===== src/rtl/rmc_pkg.sv =====
package rmc_pkg;
    typedef enum logic [1:0] {
        ST_IDLE = 2'd0,
        ST_WB   = 2'd1,
        ST_FILL = 2'd2,
        ST_WAIT = 2'd3
    } rmc_state_e;
endpackage


===== src/rtl/rmc_lfsr.sv =====
module rmc_lfsr #(
    parameter logic [15:0] SEED  = 16'hACE1,
    parameter int          OUT_W = 3
) (
    input  logic             clk,
    input  logic             rst_n,
    output logic [OUT_W-1:0] rnd
);
    logic [15:0] lfsr_d, lfsr_q;

    always_comb begin
        lfsr_d = {lfsr_q[14:0], lfsr_q[15] ^ lfsr_q[13] ^ lfsr_q[12] ^ lfsr_q[10]};
    end

    always_ff @(posedge clk or negedge rst_n) begin
        if (!rst_n) lfsr_q <= SEED;
        else        lfsr_q <= lfsr_d;
    end

    assign rnd = lfsr_q[OUT_W-1:0];

    // a maximal-length register must never fall into the all-zero lock state
    p_lfsr_live_r4: assert property (@(posedge clk) disable iff (!rst_n) lfsr_q != 16'd0)
        else $error("lfsr reached zero");
endmodule


===== src/rtl/rmc_remap_cam.sv =====
module rmc_remap_cam #(
    parameter int LINES     = 8,
    parameter int IDX_W     = 5,
    parameter int LINE_BITS = 3
) (
    input  logic                        clk,
    input  logic                        rst_n,
    input  logic [LINES-1:0]            line_vld,
    input  logic [LINES-1:0][IDX_W-1:0] line_num,
    input  logic [IDX_W-1:0]            query,
    output logic                        hit,
    output logic [LINE_BITS-1:0]        hit_line
);
    logic [LINES-1:0] match;

    for (genvar g = 0; g < LINES; g++) begin : g_cmp
        assign match[g] = line_vld[g] && (line_num[g] == query);
    end

    always_comb begin
        hit_line = '0;
        for (int i = 0; i < LINES; i++) begin
            if (match[i]) hit_line = hit_line | LINE_BITS'(i);
        end
    end

    assign hit = |match;

    // a logical index is owned by at most one valid line
    p_one_owner_r8: assert property (@(posedge clk) disable iff (!rst_n) $onehot0(match))
        else $error("several lines own one index");
endmodule


===== src/rtl/rmc_cache.sv =====
module rmc_cache #(
    parameter int          LINE_BITS  = 3,
    parameter int          EXTRA_BITS = 2,
    parameter int          TAG_W      = 8,
    parameter int          DATA_W     = 32,
    parameter logic [15:0] SEED       = 16'hACE1
) (
    input  logic                                  clk,
    input  logic                                  rst_n,
    input  logic                                  req_valid,
    output logic                                  req_ready,
    input  logic                                  req_write,
    input  logic [TAG_W+LINE_BITS+EXTRA_BITS-1:0] req_addr,
    input  logic [DATA_W-1:0]                     req_wdata,
    output logic                                  resp_valid,
    output logic [DATA_W-1:0]                     resp_rdata,
    output logic                                  resp_idx_hit,
    output logic                                  resp_tag_hit,
    output logic [LINE_BITS-1:0]                  resp_line,
    output logic                                  mem_wr_valid,
    output logic [TAG_W+LINE_BITS+EXTRA_BITS-1:0] mem_wr_addr,
    output logic [DATA_W-1:0]                     mem_wr_data,
    output logic                                  mem_rd_req,
    output logic [TAG_W+LINE_BITS+EXTRA_BITS-1:0] mem_rd_addr,
    input  logic                                  mem_rd_ack,
    input  logic [DATA_W-1:0]                     mem_rd_data
);
    import rmc_pkg::*;

    localparam int LINES  = 1 << LINE_BITS;
    localparam int IDX_W  = LINE_BITS + EXTRA_BITS;
    localparam int ADDR_W = TAG_W + IDX_W;

    typedef struct packed {
        rmc_state_e                   state;
        logic [LINES-1:0]             vld;
        logic [LINES-1:0]             dirty;
        logic [LINES-1:0][IDX_W-1:0]  lnum;
        logic [LINES-1:0][TAG_W-1:0]  tag;
        logic [LINES-1:0][DATA_W-1:0] data;
        logic [ADDR_W-1:0]            pend_addr;
        logic                         pend_write;
        logic [DATA_W-1:0]            pend_wdata;
        logic                         pend_ihit;
        logic [LINE_BITS-1:0]         pend_line;
        logic                         rsp_valid;
        logic [DATA_W-1:0]            rsp_data;
        logic                         rsp_ihit;
        logic                         rsp_thit;
        logic [LINE_BITS-1:0]         rsp_line;
    } regs_t;

    regs_t r_d, r_q;

    logic [TAG_W-1:0]     lk_tag;
    logic [IDX_W-1:0]     lk_idx;
    logic                 cam_hit;
    logic [LINE_BITS-1:0] cam_line;
    logic                 lk_tag_hit;
    logic [LINE_BITS-1:0] rnd_line;
    logic [LINE_BITS-1:0] vic;
    logic [TAG_W-1:0]     pend_tag;
    logic [IDX_W-1:0]     pend_idx;

    assign lk_tag   = req_addr[ADDR_W-1:IDX_W];
    assign lk_idx   = req_addr[IDX_W-1:0];
    assign pend_tag = r_q.pend_addr[ADDR_W-1:IDX_W];
    assign pend_idx = r_q.pend_addr[IDX_W-1:0];

    rmc_remap_cam #(.LINES(LINES), .IDX_W(IDX_W), .LINE_BITS(LINE_BITS)) u_cam (
        .clk      (clk),
        .rst_n    (rst_n),
        .line_vld (r_q.vld),
        .line_num (r_q.lnum),
        .query    (lk_idx),
        .hit      (cam_hit),
        .hit_line (cam_line)
    );

    rmc_lfsr #(.SEED(SEED), .OUT_W(LINE_BITS)) u_rng (
        .clk   (clk),
        .rst_n (rst_n),
        .rnd   (rnd_line)
    );

    assign lk_tag_hit = cam_hit && (r_q.tag[cam_line] == lk_tag);
    assign vic        = cam_hit ? cam_line : rnd_line;

    always_comb begin
        r_d = r_q;
        r_d.rsp_valid = 1'b0;
        unique case (r_q.state)
            ST_IDLE: begin
                if (req_valid) begin
                    if (lk_tag_hit) begin
                        r_d.rsp_valid = 1'b1;
                        r_d.rsp_ihit  = 1'b1;
                        r_d.rsp_thit  = 1'b1;
                        r_d.rsp_line  = cam_line;
                        if (req_write) begin
                            r_d.data[cam_line]  = req_wdata;
                            r_d.dirty[cam_line] = 1'b1;
                            r_d.rsp_data        = req_wdata;
                        end else begin
                            r_d.rsp_data = r_q.data[cam_line];
                        end
                    end else begin
                        r_d.pend_addr  = req_addr;
                        r_d.pend_write = req_write;
                        r_d.pend_wdata = req_wdata;
                        r_d.pend_ihit  = cam_hit;
                        r_d.pend_line  = vic;
                        r_d.state      = (r_q.vld[vic] && r_q.dirty[vic]) ? ST_WB : ST_FILL;
                    end
                end
            end
            ST_WB:   r_d.state = ST_FILL;
            ST_FILL: r_d.state = ST_WAIT;
            ST_WAIT: begin
                if (mem_rd_ack) begin
                    r_d.vld[r_q.pend_line]   = 1'b1;
                    r_d.dirty[r_q.pend_line] = r_q.pend_write;
                    r_d.lnum[r_q.pend_line]  = pend_idx;
                    r_d.tag[r_q.pend_line]   = pend_tag;
                    r_d.data[r_q.pend_line]  = r_q.pend_write ? r_q.pend_wdata : mem_rd_data;
                    r_d.rsp_valid = 1'b1;
                    r_d.rsp_data  = r_q.pend_write ? r_q.pend_wdata : mem_rd_data;
                    r_d.rsp_ihit  = r_q.pend_ihit;
                    r_d.rsp_thit  = 1'b0;
                    r_d.rsp_line  = r_q.pend_line;
                    r_d.state     = ST_IDLE;
                end
            end
            default: r_d.state = ST_IDLE;
        endcase
    end

    always_ff @(posedge clk or negedge rst_n) begin
        if (!rst_n) r_q <= '0;
        else        r_q <= r_d;
    end

    assign req_ready    = (r_q.state == ST_IDLE);
    assign resp_valid   = r_q.rsp_valid;
    assign resp_rdata   = r_q.rsp_data;
    assign resp_idx_hit = r_q.rsp_ihit;
    assign resp_tag_hit = r_q.rsp_thit;
    assign resp_line    = r_q.rsp_line;
    assign mem_wr_valid = (r_q.state == ST_WB);
    assign mem_wr_addr  = {r_q.tag[r_q.pend_line], r_q.lnum[r_q.pend_line]};
    assign mem_wr_data  = r_q.data[r_q.pend_line];
    assign mem_rd_req   = (r_q.state == ST_FILL);
    assign mem_rd_addr  = r_q.pend_addr;

    // a tag hit is answered in the next cycle
    p_hit_next_r3: assert property (@(posedge clk) disable iff (!rst_n)
        (req_valid && req_ready && lk_tag_hit) |=> (resp_valid && resp_tag_hit))
        else $error("hit not answered next cycle");

    // a hit causes no memory traffic
    p_hit_quiet_r7: assert property (@(posedge clk) disable iff (!rst_n)
        (req_valid && req_ready && lk_tag_hit) |=> !(mem_rd_req || mem_wr_valid))
        else $error("memory traffic on hit");

    // a miss stalls the port until it is filled
    p_miss_stall_r9: assert property (@(posedge clk) disable iff (!rst_n)
        (req_valid && req_ready && !lk_tag_hit) |=> !req_ready)
        else $error("miss did not stall");

    // a writeback is followed at once by the fill request
    p_wb_then_fill_r6: assert property (@(posedge clk) disable iff (!rst_n)
        mem_wr_valid |=> mem_rd_req)
        else $error("writeback not followed by fill");
endmodule


===== config.mk =====
export PLATFORM = sky130hd
export DESIGN_NAME = rmc_cache
export DESIGN_NICKNAME = d
export VERILOG_FILES = /design/src/rtl/rmc_pkg.sv /design/src/rtl/rmc_lfsr.sv /design/src/rtl/rmc_remap_cam.sv /design/src/rtl/rmc_cache.sv
export SDC_FILE = /design/constraint.sdc
export NUM_CORES = 1
export LEC_CHECK = 0
export ABC_AREA = 0
export BUFFER_PORTS_ARGS = -buffer_cell sky130_fd_sc_hd__clkbuf_2
export CORE_UTILIZATION = 31
export DETAILED_ROUTE_END_ITERATION = 7
export PLACE_DENSITY = 0.56
export SKIP_LAST_GASP = 1
export SLEW_MARGIN = 10
export SYNTH_ARGS = -nofsm -noshare
export SYNTH_HDL_FRONTEND = slang
export SYNTH_SLANG_ARGS = --single-unit

===== constraint.sdc =====
create_clock -name clk -period 4.9 [get_ports clk]
set_input_delay 0.98 -clock clk [delete_from_list [all_inputs] [get_ports clk]]
set_output_delay 0.98 -clock clk [all_outputs]
set_load 0.03 [all_outputs]

# Word-level counts from Yosys, hierarchy flattened
# Index checks and enable logic that the tools add are counted.
[totals]
out_inout_bits = 99
elab_cells = 144
reg_bits = 482
[op_classes]
n_bitwise = 6
order_cmp = 5
reduce_logical = 20
n_eq_ne = 17
mux = 58
[op_table]
columns = ["cell", "count"]
rows = [
  ["$bwmux W256", 2],
  ["$mux W256", 2],
  ["$pmux W256 S2", 1],
  ["$mux W378", 1],
  ["$mux W344", 1],
  ["$bmux W32 S3", 2],
  ["$demux W32 S3", 2],
  ["$mux W32", 6],
  ["$mux W38", 2],
  ["$pmux W38 S2", 1],
  ["$bwmux W64", 1],
  ["$mux W50", 1],
  ["$bmux W8 S3", 2],
  ["$mux W8", 6],
  ["$bwmux W40", 1],
  ["$eq A5 B5 Y1", 8],
  ["$demux W8 S3", 1],
  ["$or A8 B8 Y8", 2],
  ["$pmux W8 S2", 1],
  ["$bmux W5 S3", 1],
  ["$demux W5 S3", 1],
  ["$mux W3", 5],
  ["$logic_and A1 B1 Y1", 12],
  ["$lt A3 B4 Y1 const B", 3],
  ["other kinds (22)", 41],
]

# Depth between registers and ports, before layout
# Gate-level depths: netlist of run 1.
[logic_depth]
ltp_word = 18
ltp_mapped = 18
mapped_depth_nobuf = 11

# Hierarchy
# From an unflattened synthesis of run 1, not the netlist that was laid out.
[hier_totals]
cells_unflattened = 2359
area_unflattened_um2 = 26581.7
[modules_own_cells]
columns = ["module", "n_inst", "cells_per_inst", "area_per_inst_um2", "seq_area_each_um2"]
rows = [
  ["rmc_cache", 1, 2270, 25569.5, 11661.2],
  ["rmc_remap_cam", 1, 67, 553.0, 0.0],
  ["rmc_lfsr", 1, 22, 459.2, 410.4],
]

# Least setup slack after synthesis of run 1
# No wires, ideal clock.
[synth_timing]
path_kind = "input port to flip-flop"
start = "input req_addr[3]"
end = "register r_q[217] (netlist name)"
setup_slack_ns = 0.234
arrival_ns = 4.539
required_time_ns = 4.773
n_path_buf = 5
path_stages = 16
cell_sequence = "buf_4 xor2_1 nor4_1 and3_1 clkbuf_1 or4_1 buf_2 buf_2 o211ai_1 nand4_1 xnor2_1 nor4b_4 a41oi_4 a2111oi_4 buf_6 mux2_1"
[synth_via]
elab_chain_len = 18
elab_cells_between_ends = 40
cone_classes = "2 x order compare; 10 x eq/ne; 16 x mux; 12 x reduce/logical"
[synth_lines]
columns = ["item", "line_no", "source"]
rows = [
  ["from (decl)", "rmc_cache.sv:13", "input logic [TAG_W+LINE_BITS+EXTRA_BITS-1:0] req_addr,"],
  ["$eq A5 B5 Y1", "rmc_remap_cam.sv:17", "assign match[g] = line_vld[g] && (line_num[g] == query);"],
  ["$logic_and A1 B1 Y1", "rmc_remap_cam.sv:17", ""],
  ["$mux W1", "rmc_remap_cam.sv:23", "if (match[i]) hit_line = hit_line | LINE_BITS'(i);"],
  ["$mux W2 (2 in a row)", "rmc_remap_cam.sv:23", ""],
  ["$mux W3 (4 in a row)", "rmc_remap_cam.sv:23", ""],
  ["$lt A3 B4 Y1 (implied by the code) / $ge A3 B1 Y1 (equally long branches)", "rmc_cache.sv:101", "r_d.data[cam_line] = req_wdata;"],
  ["$logic_and A1 B1 Y1 (implied by the code)", "rmc_cache.sv:101", ""],
  ["$mux W32 (implied by the code)", "rmc_cache.sv:101", ""],
  ["$demux W32 S3", "rmc_cache.sv:101", ""],
  ["$bwmux W256", "rmc_cache.sv:101", ""],
  ["$mux W256", "rmc_cache.sv:100", "if (req_write) begin"],
  ["$mux W256", "rmc_cache.sv:95", "if (lk_tag_hit) begin"],
  ["$mux W344", "rmc_cache.sv:94", "if (req_valid) begin"],
  ["$pmux W256 S2", "rmc_cache.sv:92", "unique case (r_q.state)"],
  ["to (signal assigned)", "rmc_cache.sv:140", "else r_q <= r_d;"],
  ["to (decl)", "rmc_cache.sv:53", "regs_t r_d, r_q;"],
]
# Several ways; a longest one is shown, not always the timed one. The select of a mux whose other input is x is not followed.
# A chain may end at the register's enable or synchronous reset.

# Worst setup path after layout of run 1
[layout_timing]
start = "input req_addr[0]"
end = "register r_q[118] (netlist name)"
# Same word-level chain as after synthesis.

==> key figures, run 1 <==
Run status
  – Status: finished clean

Timing
  – Clk_skew: 0.0439 ns
  – Setup TNS: 0 ns
  – Final period util: 96.0%
  – Final worst setup slack: 0.195 ns
  – Fmax: 213 MHz
  – RSZ-0062 raised after global routing: no
  – Pins Over Slew Limit: 0
  – Hold WS: 0.347 ns
  – Period minus WS final: 4.70 ns
  – Slew headroom: 28.7%
  – Final count of negative-setup-slack endpoints: 0
  – Worst-Margin Slew: 1.07 ns
  – Fin. Hold Viols: 0

Synthesis
  – Syn_nets: 2,493
  – Async set or reset register ratio after synthesis: 100%
  – Cells after Synth: 2,407
  – EDFF count, synth: 0
  – Mapped Area: 26,700 µm²
  – Avg Inst Size Synth: 11.1 µm²
  – Most common flop cell mapped by yosys: dfrtp_1
  – Post-synth cell types: 70
  – Post-synthesis sequential area ratio: 45.2%
  – Synth warn: 0
  – Synthesized flop and latch total: 482

Run
  – Max-cap violation count: 0

Place
  – HPWL after DPL: 65.5 mm
  – Dpl ws: -0.521 ns
  – Placed Cells: 3,635
  – PortBufs: 180
  – GPL Wtd Cong: 0.885

Routing
  – Drt pass-1 iters: 7
  – Post-Route WL: 107 mm
  – Routed wire per std cell: 28.6 µm
  – DRC: 0
  – Via/cell ratio: 6.35
  – Antenna Nets Post-Route: 0
  – Via count: 23.7k
  – Initial DRC count: 2,698

Power
  – Static Leakage: 13.9 nW
  – Switch Pwr: 7.05 mW
  – Clock network fraction of total power: 24.9%
  – Power per cell area: 535 nW/µm²
  – Sequential share of power: 31.8%
  – Switch share: 42.0%
  – VDD IR-drop max: 0.345 mV
  – Cell Int Power: 9.75 mW
  – Power share of the combinational group: 43.2%

Layout
  – Area occupied by multi-input gates: 13,300 µm²
  – FF+latch area: 12,100 µm²
  – Synth-to-layout area growth: 17.6%
  – Fraction of final layout cells sized beyond drive strength 1: 29.2%
  – Fin cells: 3,736
  – Layout fillers: 8,310
  – Fin util: 36.8%
  – Fin nets: 2,633

Clock tree
  – CTS tree: done
  – CTS sink cnt: 482
  – Buffer levels on the longest clock path: 3
  – Resized Gates After CTS: 0
  – H-tree levels: 2
  – Root Driver: clkbuf_16
  – CTS Buf Count: 52
  – Clock slew at reported path FFs: 0.06 ns
  – Clock Latency Late Sink: 0.63 ns

GRT
  – Vias in the first global route: 23.9k
  – First-pass GRT wire length: 158 mm
  – GRT Total Usage: 24.0%
  – Antenna violations before repair: 1
  – Largest net degree at the start of global routing: 122
  – Grt ovf: 0

Floorplan
  – Core Footprint: 85,300 µm²
  – I/O pins: 181
  – Die area: 87,300 µm²
  – Width of the die: 295 µm
  – Rows: 107
  – Initial Utilization: 31.3%
  – Die H: 295 µm

Setup path
  – Critical Path Fanout Max: 14
  – Worst setup SP type: primary input
  – Crit path required time: 5.38 ns
  – Worst Path Arrival: 5.18 ns
  – Crit path kind: in -> reg
  – Crit path capture type: register

Min path
  – Hold WC Path Type: reg -> reg
==> cells in the final DEF, fill, tap and decap left out, types with 32 or more instances in the layout <==
cell type,n
buf_12,33
mux2i_1,37
o22ai_1,342
a22oi_1,180
nand4_1,52
nand2b_1,42
clkbuf_16,54
mux2_2,260
xor2_1,37
o221ai_1,35
dfrtp_1,473
a21oi_1,32
mux2_1,183
o31ai_1,37
clkbuf_2,178
or3_1,34
nand2_1,88
buf_4,149
==> logic make-up (layout without fill, tap and decap cells) <==
kind of cell    Yosys count  count (layout)  synth area share, %
compound gates          749             749                 20.3
xor+xnor                 48              48                 1.58
fa+ha+maj                 4               4                0.188
buf+inv                 303             486                 5.62
flops                   482             482                 45.2
mux                     481             481                 20.2
other cells               0               2                    0
simple gates            340             340                 6.89
==> per-layer routing <==
layer | vias to the layer above | wire, µm | global-route usage, %
li1 | 9668 | - | -
met1 | 12100 | 43200 | 31.6
met2 | 1581 | 48200 | 37.1
met3 | 380 | 10600 | 5.55
met4 | 2 | 4880 | 11.1
met5 | - | 8 | 0
==> registers in the layout (all words and copies together) (netlist names) <==
signal,cells
mem_rd_addr,13
r_q,415
resp_idx_hit,1
resp_line,3
resp_rdata,32
resp_tag_hit,1
resp_valid,1
u_rng.lfsr_q,16
==> per-stage QoR <==
step	total power, mW	cell area (µm²)
final	16.8	31400
after global routing	17.4	31400
after CTS	16.8	31400
after detailed placement	12.6	29600
after global placement	12.4	29600
after floorplan	9.93	26700
==> synthesized netlist by cell type, drive strengths merged, types with 6 or more instances <==
library cell / number / share of area (%)
and2: 6 / 0.14
o2111ai: 12 / 0.39
nor4b: 8 / 0.32
o21ai: 11 / 0.21
nand2: 96 / 1.4
a21oi: 33 / 0.63
dfstp: 8 / 0.79
buf: 98 / 2.7
nor3: 9 / 0.17
and3: 8 / 0.19
a2111oi: 13 / 0.92
mux2: 443 / 19
xor2: 37 / 1.2
o41ai: 21 / 0.69
nor4: 22 / 0.60
or3: 36 / 0.84
dfrtp: 474 / 44
nor2: 35 / 0.50
nand2b: 42 / 0.98
o221ai: 35 / 1.1
nand3: 16 / 0.30
inv: 27 / 0.38
o22a: 13 / 0.43
o41a: 9 / 0.38
a22oi: 180 / 5.1
o211ai: 7 / 0.20
xnor2: 11 / 0.36
o31ai: 37 / 1.0
clkbuf: 177 / 2.5
mux2i: 37 / 1.4
nand4: 52 / 1.2
o22ai: 342 / 8.0
==> layout make-up <==
class,instances,share of cell area (%)
sequential,482,38.5
multi-input combinational,1622,42.4
antenna,2,0.0159
clock inverter,15,0.753
inverter,28,0.335
clock buffer,82,4.89
timing repair buffer,361,8.55
tap,1144,4.56
==> final timing paths <==
check                                       end  slack [ns]  depth (start not counted)             from
worst min-delay path            u_rng.lfsr_q[9]        0.35                          0  u_rng.lfsr_q[8]
min in group asynchronous              r_q[201]        0.42                          1            rst_n
worst min register to register  u_rng.lfsr_q[9]        0.35                          0  u_rng.lfsr_q[8]
worst max-delay path                   r_q[118]        0.20                         16      req_addr[0]
worst max register to register         r_q[118]        0.36                         15         r_q[446]
max in group asynchronous       mem_rd_addr[12]        3.21                          2            rst_n
==> power by group through the flow <==
stage	registers [mW]	logic, mW	clock network [mW]
final	5.35	7.26	4.19
after global routing	5.43	7.59	4.42
after CTS	5.33	7.18	4.25
after detailed placement	5.39	7.17	0
after global placement	5.34	7.07	0
after floorplan	5.11	4.81	0
==> critical path, stage by stage <==
cell	delay, ns
clkbuf_2	0.16
xor2_1	0.20
nor4_1	0.58
and3_1	0.28
buf_4	0.13
buf_4	0.19
or2_2	0.29
nor2_4	0.11
a211oi_1	0.38
nor4_1	0.15
nor4_4	0.36
a41oi_4	0.19
buf_12	0.22
a2111oi_4	0.22
buf_4	0.36
mux2_1	0.36
==> what timing repair did <==
| action | CTS | global route |
|---|---|---|
| hold buffers | 0 | 0 |
| buffers inserted | 0 | 2 |
| setup endpoints to repair | 0 | 227 |
(Power assumes the default switching activity.)
==> inputs of run 2 (changes only) <==
--- a/config.mk
+++ b/config.mk
@@ -10,4 +10,5 @@
 export CORE_UTILIZATION = 31
 export DETAILED_ROUTE_END_ITERATION = 7
+export MAX_ROUTING_LAYER = met4
 export PLACE_DENSITY = 0.56
 export SKIP_LAST_GASP = 1
==> constraint.sdc (replaced) <==
create_clock -name clk -period 4.9 [get_ports clk]
set_input_delay 1.47 -clock clk [delete_from_list [all_inputs] [get_ports clk]]
set_output_delay 1.47 -clock clk [all_outputs]
set_load 0.03 [all_outputs]
==> run 2 against run 1 <==
  * The run now ends with setup timing left
  * Largest cell class unchanged
  * Design area grew 4.2%
  * Clock power is essentially flat
  * Largest power group unchanged
  * Sequential share of layout area shrank 1.6 points
  * Global-route usage grew 1.0 points
  * Combinational power grew 8.1%
  * Critical path type unchanged
  * Sequential power is essentially flat
  * Highest routed layer is now met4
==> key figures, run 2 (synthesized netlist as in run 1, its figures left out) <==
Run status
  – Status: finished with violations
  – Violated checks: setup timing

Setup path
  – CP Launch Point: req_addr[4]
  – Worst setup SP type: primary input
  – Worst r2r src: r_q[445]
  – Crit path kind: in -> reg
  – Crit path capture type: register
  – Critical Path Fanout Max: 6 (-8)
  – Worst Path Arrival: 5.45 ns (+0.27 ns)
  – Crit path required time: 5.40 ns (+0.02 ns)

Routing
  – Initial DRC count: 2,768 (+2.6%)
  – Routed wire per std cell: 28.4 µm (-0.72%)
  – Drt pass-1 iters: 6 (-1)
  – Antenna Nets Post-Route: 0 (unchanged)
  – DRC: 0 (unchanged)
  – Via count: 23.9k (+0.82%)
  – Post-Route WL: 108 mm (+1.2%)
  – Via/cell ratio: 6.27 (-1.1%)

Timing
  – Pins Over Slew Limit: 0 (unchanged)
  – RSZ-0062 raised after global routing: yes
  – Fmax: 202 MHz (-4.8%)
  – Period minus WS final: 4.94 ns (+0.236 ns)
  – Final worst setup slack: -0.0406 ns (-0.236 ns)
  – Slew headroom: 32.6% (+3.9 points)
  – Clk_skew: 0.0359 ns (-0.00798 ns)
  – Final count of negative-setup-slack endpoints: 24 (+24)
  – Worst-Margin Slew: 0.983 ns (-0.0865 ns)
  – Fin. Hold Viols: 0 (unchanged)
  – Final period util: 101% (+4.8 points)
  – Hold WS: 0.347 ns (+0.000132 ns)

Power
  – Power per cell area: 532 nW/µm² (-0.69%)
  – Cell Int Power: 10.1 mW (+3.5%)
  – VDD IR-drop max: 0.319 mV (-7.4%)
  – Switch share: 42.0% (about the same)
  – Static Leakage: 14.5 nW (+4.0%)
  – Switch Pwr: 7.30 mW (+3.5%)
  – Pwr Total: 17.4 mW (+3.5%)
  – Power share of the combinational group: 45.2% (+2.0 points)
  – Sequential share of power: 30.9% (-0.9 points)
  – Clock network fraction of total power: 24.0% (-0.9 points)

Floorplan
  – Width of the die: 295 µm (unchanged)
  – I/O pins: 181 (unchanged)
  – Core Footprint: 85,300 µm² (unchanged)
  – Die H: 295 µm (unchanged)
  – Initial Utilization: 31.3% (unchanged)
  – Die area: 87,300 µm² (unchanged)
  – Rows: 107 (unchanged)

Layout
  – Synth-to-layout area growth: 22.6%
  – Fraction of final layout cells sized beyond drive strength 1: 33.7% (+4.5 points)
  – Commonest non-fill, non-tap cell in the layout: dfrtp_1
  – Largest register FFs: 415 (unchanged)
  – Top reg by flops: r_q
  – Most frequent cells in the layout: dfrtp_1, o22ai_1, mux2_2, buf_4, a22oi_1
  – Layout fillers: 8,184 (-1.5%)
  – Fin nets: 2,710 (+2.9%)

Min path
  – Hold_sp: u_rng.lfsr_q[8]
  – Hold WC Path Type: reg -> reg

GRT
  – Grt ovf: 0 (unchanged)
  – Antenna violations before repair: 3 (+2)
  – First-pass GRT wire length: 159 mm (+0.90%)
  – GRT Total Usage: 25.0% (+1.0 points)
  – Largest net degree at the start of global routing: 120 (-1.6%)
  – Vias in the first global route: 24.0k (+0.51%)

Place
  – PortBufs: 180 (unchanged)
  – HPWL after DPL: 67.7 mm (+3.3%)
  – GPL Wtd Cong: 0.899 (+1.6%)

Clock tree
  – CTS tree: done
  – CTS sink cnt: 482 (unchanged)
  – CTS Buf Count: 54 (+3.8%)
  – Clock Latency Late Sink: 0.64 ns (about the same)
  – H-tree levels: 2 (unchanged)
  – Buffer levels on the longest clock path: 3 (unchanged)
  – Root Driver: clkbuf_16
  – Clock slew at reported path FFs: 0.06 ns (about the same)

Run
  – Max-cap violation count: 0 (unchanged)
[run 2: cell count changes in the layout (fill, tap and decap cells not counted), sizes merged]
cell / delta
buf: +77
bufinv: -2
clkbuf: -6
clkinv: +2
diode: +1
inv: +1
nor4: +1
[run 2: power by group through the flow]
stage               Combinational, mW  Sequential [mW]  Clock [mW]
floorplan                        4.87             5.11           0
global placement                 7.42             5.34           0
detailed placement               7.51             5.39           0
CTS                              7.58             5.33        4.23
global route                     8.17             5.46        4.39
finish                           7.85             5.37        4.17
[run 2: layout make-up]
cell class	count	area [µm²]	area share, %
antenna	3	7.51	0.0230
clock buffer	79	1560	4.76
clock inverter	16	206	0.631
inverter	28	105	0.321
multi-input combinational	1623	13700	41.9
sequential	482	12100	36.9
tap	1144	1430	4.38
timing repair buffer	435	3620	11.1
[run 2: metal layers]
layer	global-route usage [%]	wire length (µm)	up-vias
met5	-	0	-
met4	12.5	5880	0
met3	6.18	11700	415
li1	-	-	9817
met2	37.3	48100	1663
met1	31.3	42600	12000
[run 2: what timing repair did]
item	4_1_cts	5_1_grt
endpoints found under the setup margin	264	268
resized for setup	29	60
hold buffers	0	0
pin swaps	11	16
buffers inserted	7	19
gates cloned	1	1
hold endpoints to repair	0	0
[run 2: path summary, 6_finish.rpt]
| path | end | slack, ns | cells past startpoint |
|---|---|---|---|
| max in group asynchronous | r_q[221] | 2.82 | 2 |
| min reg2reg | u_rng.lfsr_q[9] | 0.35 | 0 |
| min | u_rng.lfsr_q[9] | 0.35 | 0 |
| max | r_q[294] | -0.04 | 21 |
| min in group asynchronous | mem_rd_addr[4] | 0.86 | 1 |
| max reg2reg | r_q[294] | 0.47 | 18 |
[run 2: through the flow]
step                      std cells  setup TNS, ns  cell area, µm²  util [%]  worst slack [ns]
after floorplan                2407         -45.19           26800         -            -0.205
after global placement         3684        -222.86           30300      35.5            -0.748
after detailed placement       3684        -259.03           30300      35.5            -0.855
after CTS                      3787              0           32300      37.8          0.000375
after global routing           3809         -13.36           32700      38.4            -0.171
final                          3810         -0.430           32700      38.4           -0.0406
[run 2: critical path, stage by stage]
cell       delay (ns)
buf_6            0.11
buf_8            0.13
buf_4            0.15
xor2_1           0.21
nor4_1           0.09
buf_4            0.14
a32oi_1          0.29
a21oi_2          0.09
buf_4            0.17
nor2_4           0.14
a211oi_1         0.08
buf_4            0.14
o31a_1           0.32
nor4_4           0.35
a41oi_4          0.19
buf_12           0.19
buf_4            0.14
a2111oi_4        0.36
buf_6            0.21
clkbuf_16        0.18
mux2_4           0.29
